File: src/rtl/db_pkg.sv
package db_pkg;
  // Register offsets; software decodes these values.
  localparam int unsigned OFF_TRIG  = 4;
  localparam int unsigned OFF_CAUSE = 8;
  localparam int unsigned OFF_MASK  = 12;

  // Doorbell ranges that feed the two summary requests.
  localparam int unsigned IPI_LO = 0;
  localparam int unsigned IPI_HI = 7;
  localparam int unsigned MSI_LO = 16;
  localparam int unsigned MSI_HI = 31;

  // First target-CPU bit inside a trigger word.
  localparam int unsigned TGT_LSB = 8;
endpackage

File: src/rtl/db_trig_decode.sv
module db_trig_decode #(
  parameter int NCPU   = 4,
  parameter int DATA_W = 32
) (
  input  logic                           en,
  input  logic [DATA_W-1:0]              word,
  output logic [NCPU-1:0][DATA_W-1:0]    set_vec
);
  import db_pkg::*;

  localparam int NUM_W = $clog2(DATA_W);

  logic [NUM_W-1:0]  num;
  logic [DATA_W-1:0] onehot;
  logic              unused_word_bits;

  assign num    = word[NUM_W-1:0];
  assign onehot = {{(DATA_W-1){1'b0}}, 1'b1} << num;
  // Bits above the number field and beyond the last CPU target bit carry nothing.
  assign unused_word_bits = ^word;

  for (genvar c = 0; c < NCPU; c++) begin : g_tgt
    assign set_vec[c] = (en && word[TGT_LSB + c]) ? onehot : '0;
  end
endmodule

File: src/rtl/db_cpu_bank.sv
module db_cpu_bank #(
  parameter int DATA_W = 32
) (
  input  logic              clk,
  input  logic              rst,
  input  logic [DATA_W-1:0] set_vec,
  input  logic              clr_en,
  input  logic [DATA_W-1:0] clr_data,
  input  logic              mask_we,
  input  logic [DATA_W-1:0] mask_data,
  output logic [DATA_W-1:0] cause_q,
  output logic [DATA_W-1:0] mask_q,
  output logic              ipi_irq,
  output logic              msi_irq
);
  import db_pkg::*;

  function automatic logic [DATA_W-1:0] range_sel(int lo, int hi);
    logic [DATA_W-1:0] r;
    r = '0;
    for (int i = 0; i < DATA_W; i++)
      if (i >= lo && i <= hi) r[i] = 1'b1;
    return r;
  endfunction

  localparam logic [DATA_W-1:0] IPI_SEL = range_sel(IPI_LO, IPI_HI);
  localparam logic [DATA_W-1:0] MSI_SEL = range_sel(MSI_LO, MSI_HI);

  logic [DATA_W-1:0] cause_d;

  // Clear first, then OR in new doorbells so a same-cycle set survives.
  always_comb begin
    cause_d = cause_q;
    if (clr_en) cause_d = cause_q & clr_data;
    cause_d = cause_d | set_vec;
  end

  always_ff @(posedge clk) begin
    if (rst) begin
      cause_q <= '0;
      mask_q  <= '0;
      ipi_irq <= 1'b0;
      msi_irq <= 1'b0;
    end else begin
      cause_q <= cause_d;
      if (mask_we) mask_q <= mask_data;
      ipi_irq <= |(cause_q & mask_q & IPI_SEL);
      msi_irq <= |(cause_q & mask_q & MSI_SEL);
    end
  end

  AST_SET_WINS: assert property (@(posedge clk) disable iff (rst)
    (|set_vec) |=> ((cause_q & $past(set_vec)) == $past(set_vec)));

  AST_NO_SPURIOUS_SET: assert property (@(posedge clk) disable iff (rst)
    (|cause_q || !(|cause_q)) |=> ((cause_q & ~$past(cause_q) & ~$past(set_vec)) == '0));

  AST_IPI_QUIET: assert property (@(posedge clk) disable iff (rst)
    ((cause_q & mask_q & IPI_SEL) == '0) |=> !ipi_irq);

  AST_MSI_QUIET: assert property (@(posedge clk) disable iff (rst)
    ((cause_q & mask_q & MSI_SEL) == '0) |=> !msi_irq);

  AST_UNTOUCHED_KEEP: assert property (@(posedge clk) disable iff (rst)
    (!clr_en && set_vec == '0) |=> $stable(cause_q));
endmodule

File: src/rtl/doorbell_unit.sv
module doorbell_unit #(
  parameter int NCPU   = 4,
  parameter int DATA_W = 32,
  parameter int ADDR_W = 4,
  localparam int CPU_ID_W = (NCPU > 1) ? $clog2(NCPU) : 1
) (
  input  logic                clk,
  input  logic                rst,
  input  logic                bus_en,
  input  logic                bus_we,
  input  logic [ADDR_W-1:0]   bus_addr,
  input  logic [CPU_ID_W-1:0] bus_cpu,
  input  logic [DATA_W-1:0]   bus_wdata,
  output logic [DATA_W-1:0]   bus_rdata,
  input  logic                msi_wr,
  input  logic [DATA_W-1:0]   msi_data,
  output logic [NCPU-1:0]     ipi_irq,
  output logic [NCPU-1:0]     msi_irq
);
  import db_pkg::*;

  localparam logic [ADDR_W-1:0] A_TRIG  = ADDR_W'(OFF_TRIG);
  localparam logic [ADDR_W-1:0] A_CAUSE = ADDR_W'(OFF_CAUSE);
  localparam logic [ADDR_W-1:0] A_MASK  = ADDR_W'(OFF_MASK);

  logic bus_wr, bus_rd;
  logic [NCPU-1:0][DATA_W-1:0] set_bus, set_msi;
  logic [NCPU-1:0][DATA_W-1:0] cause_all, mask_all;
  logic [DATA_W-1:0]           rd_mux;

  assign bus_wr = bus_en && bus_we;
  assign bus_rd = bus_en && !bus_we;

  db_trig_decode #(.NCPU(NCPU), .DATA_W(DATA_W)) u_dec_bus (
    .en(bus_wr && bus_addr == A_TRIG), .word(bus_wdata), .set_vec(set_bus));

  db_trig_decode #(.NCPU(NCPU), .DATA_W(DATA_W)) u_dec_msi (
    .en(msi_wr), .word(msi_data), .set_vec(set_msi));

  for (genvar c = 0; c < NCPU; c++) begin : g_cpu
    logic own;
    assign own = (bus_cpu == CPU_ID_W'(c));
    db_cpu_bank #(.DATA_W(DATA_W)) u_bank (
      .clk      (clk),
      .rst      (rst),
      .set_vec  (set_bus[c] | set_msi[c]),
      .clr_en   (bus_wr && own && bus_addr == A_CAUSE),
      .clr_data (bus_wdata),
      .mask_we  (bus_wr && own && bus_addr == A_MASK),
      .mask_data(bus_wdata),
      .cause_q  (cause_all[c]),
      .mask_q   (mask_all[c]),
      .ipi_irq  (ipi_irq[c]),
      .msi_irq  (msi_irq[c]));
  end

  always_comb begin
    rd_mux = '0;
    if (int'(bus_cpu) < NCPU) begin
      if (bus_addr == A_CAUSE)     rd_mux = cause_all[bus_cpu];
      else if (bus_addr == A_MASK) rd_mux = mask_all[bus_cpu];
    end
  end

  always_ff @(posedge clk) begin
    if (rst)         bus_rdata <= '0;
    else if (bus_rd) bus_rdata <= rd_mux;
  end

  AST_RDATA_HOLD: assert property (@(posedge clk) disable iff (rst)
    !bus_rd |=> $stable(bus_rdata));
endmodule

File: config.mk
export PLATFORM = sky130hd
export DESIGN_NAME = doorbell_unit
export DESIGN_NICKNAME = d
export VERILOG_FILES = /design/src/rtl/db_pkg.sv /design/src/rtl/db_trig_decode.sv /design/src/rtl/db_cpu_bank.sv /design/src/rtl/doorbell_unit.sv
export SDC_FILE = /design/constraint.sdc
export NUM_CORES = 1
export LEC_CHECK = 0
export CAP_MARGIN = 20
export CORE_ASPECT_RATIO = 0.75
export CORE_MARGIN = 2
export CORE_UTILIZATION = 65
export CTS_BUF_LIST = sky130_fd_sc_hd__clkbuf_2 sky130_fd_sc_hd__clkbuf_4 sky130_fd_sc_hd__clkbuf_8
export DETAILED_ROUTE_END_ITERATION = 6
export HOLD_SLACK_MARGIN = 0.05
export PLACE_DENSITY = 0.95
export RECOVER_POWER = 25
export SYNTH_ARGS = -nofsm -noshare
export SYNTH_HDL_FRONTEND = slang
export SYNTH_SLANG_ARGS = --single-unit
export TNS_END_PERCENT = 100
File: constraint.sdc
create_clock -name clk -period 3.35 [get_ports clk]
set_input_delay 0.5025 -clock clk [delete_from_list [all_inputs] [get_ports clk]]
set_output_delay 0.5025 -clock clk [all_outputs]
set_load 0.03 [all_outputs]
==> run summary <==
outcome = finished, violations left
failing checks = design-rule violations
synthesis-to-layout area growth = 14.3%
count leader, synth = dfxtp_1
DRT antenna net count = 0
number of synthesized flops with an enable pin = 0
largest net degree at the start of global routing = 107
Setup Total Neg Slack = 0 ns
Pins Over Slew Limit = 0
core area = 0.0204 mm2
storage element area = 0.00593 mm2
Root Driver = clkbuf_8
CTS resizes = 0
Ys Warns = 0
first-pass GRT wire length = 71,500 um
final setup fails = 0
initial antenna violation count = 0
Site Rows = 45
DRT Pass-1 Iters = 7
ys async rst share = 0%
Multi-input gate area = 0.00709 mm2
DRC viols = 1
unrepaired setup endpoints after global routing = false
DR iter-0 viols = 3,014
Synth Flop Type = dfxtp_1
CP Data Required Time = 3.84 ns
Via Count = 13,761
CP max FO = 12
vias in the first global route = 13,158
Worst Hold Class = register to register
max frequency = 0.358 GHz
Clk pin slew, worst setup/hold paths = 0.06 ns
post-synthesis sequential area ratio = 43.3%
setup bufs post-CTS = 0
crit path DAT = 3.28 ns
DP HPWL = 29,800 um
Hold Path Stages = 2
Initial Util = 67.0%
CP endpoint kind = register
final cell count without fillers = 1,907
#FFs+latches synth = 296
Die Y = 130 um
Final Cell Area = 0.0157 mm2
crit share post-route = 83.3%
top cells by count, synth = dfxtp_1, nand2_1, a21oi_1, a22oi_1, nor2_1
Post-CTS Hold Buffers = 0
Via density = 7.22
syn nets = 1,637
grt ovf = 0
Inst Count DP = 1,828
IR drop worst, VDD = 0.397 mV
Syn Area/Cell = 8.77 um2
Critical Path Start Type = primary input
Cell Area, Synth = 0.0137 mm2
total CTS buffers = 45
max-cap violation count = 0
CP Class = primary input to register
pwr dens = 466 mW/mm2
Synth area leader = dfxtp_1
Longest Clk Path Bufs = 3
Final Skew = 0.0117 ns
Yosys cell types = 35
Antenna Cells = 0
DIE AREA = 0.0223 mm2
top cell type's share of synthesized area = 43.3%
final core utilization = 76.6%
DR WL/cell = 24.3 um
layout cells sized above 1 = 12.8%
Layout fillers = 1,392
Placed Area = 0.0148 mm2
Min Clock Period, post-route = 2.79 ns
H-tree depth = 2
# IOs = 115
clock latency on the worst-skew pair = 0.58 ns
Final Hold Viols = 0
RD Place Congestion = 0.989
Die X = 172 um
drt total wl = 46,300 um
top post-synthesis cells by area = dfxtp_1, mux4_2, a22oi_1, a21oi_1, nand2_1
Layout Nets = 1,668
GRT Resource Usage Total = 41.8%
worst-margin pin slew = 1.03 ns
clock net sink count = 296
worst r2r path cells = 4
Rel. slew slack = 31.3%
Leakage = 4.80 nW
Cells after Synth = 1,562
CTS tree = done
Port Buf Inserts = 91
-- sequential cells by signal, indices dropped and copies added, names as in the netlist --
signal and cells:
bus_rdata 32, g_cpu.u_bank.cause_q 128, g_cpu.u_bank.ipi_irq 4, g_cpu.u_bank.mask_q 128, g_cpu.u_bank.msi_irq 4
-- final timing paths --
kind	startpoint	end	slack [ns]
max	bus_addr[1]	g_cpu[2].u_bank.cause_q[29]	0.56
min	g_cpu[1].u_bank.mask_q[10]	g_cpu[1].u_bank.mask_q[10]	0.45
max reg2reg	g_cpu[1].u_bank.cause_q[20]	g_cpu[1].u_bank.msi_irq	1.64
min reg2reg	g_cpu[1].u_bank.mask_q[10]	g_cpu[1].u_bank.mask_q[10]	0.45
-- through the flow --
step           worst slack [ns]  power (mW)  hold WS (ns)
6_report                  0.558        7.30         0.453
4_1_cts                    1.18        7.27         0.455
3_5_place_dp              0.603        4.21         0.447
3_3_place_gp              0.698        4.20         0.438
2_1_floorplan              1.51        3.97         0.433
5_1_grt                   0.583        7.47         0.468
-- cells in the final DEF (no fill, tap or decap), types with 3 or more instances in the layout --
| master | n |
|---|---|
| buf_4 | 32 |
| nor3_4 | 8 |
| clkbuf_1 | 6 |
| a21oi_1 | 256 |
| mux4_2 | 64 |
| a31oi_1 | 4 |
| o21ai_1 | 52 |
| or3_1 | 9 |
| a211oi_1 | 32 |
| clkbuf_2 | 3 |
| dlygate4sd3_1 | 4 |
| clkbuf_4 | 19 |
| a22o_1 | 12 |
| nand2b_1 | 8 |
| inv_1 | 4 |
| buf_12 | 8 |
| o21ai_0 | 75 |
| or3b_2 | 6 |
| clkdlybuf4s50_1 | 84 |
| clkbuf_8 | 58 |
| and3_1 | 4 |
| a22oi_1 | 184 |
| nor2_1 | 95 |
| a41oi_1 | 4 |
| a221oi_1 | 12 |
| and2_1 | 4 |
| nand2_1 | 259 |
| nand3b_1 | 6 |
| dfxtp_1 | 296 |
-- cells by family (layout without fill, tap and decap cells) --
kind of cell / Yosys count / in the layout / synth area share [%]
DFF: 296 / 296 / 43.3
AOI/OAI and AO/OA: 632 / 632 / 27.9
buffers and inverters: 159 / 222 / 5.18
and+or+nand+nor: 411 / 411 / 13.2
muxes: 64 / 64 / 10.5
-- critical path: stages --
cell and delay (ns):
dlygate4sd3_1 0.64, nand4bb_1 0.30, clkbuf_1 0.41, nor3_4 0.29, clkbuf_1 0.65, a22oi_1 0.26
a21oi_1 0.21
-- per-layer routing --
layer  share of wire (%)  GRT usage (%)  vias to the layer above  wire [um]
met1                  35           55.3                     6256      16000
met3                  18           15.3                      344       8520
met5                   0              0                        -          0
li1                    -              -                     5808          -
met2                  41           60.2                     1353      19000
met4                 6.1           22.2                        0       2820
-- cell type report --
type                            instances  share of cell area [%]
Tap cell                              282                    2.25
Sequential cell                       296                    37.8
Timing Repair Buffer                  139                    8.54
Multi-Input combinational cell       1107                    45.2
Inverter                                4                  0.0959
Clock inverter                          3                   0.112
Clock buffer                           76                    5.92
-- power breakdown --
| group | leakage (nW) | switching [mW] | internal, mW |
|---|---|---|---|
| sequential | 2.39 | 0.0237 | 3.56 |
| combinational | 1.91 | 0.384 | 0.193 |
| clock | 0.505 | 1.41 | 1.73 |
| total | 4.80 | 1.82 | 5.48 |
Note: power is estimated with default switching activity, not from simulation.
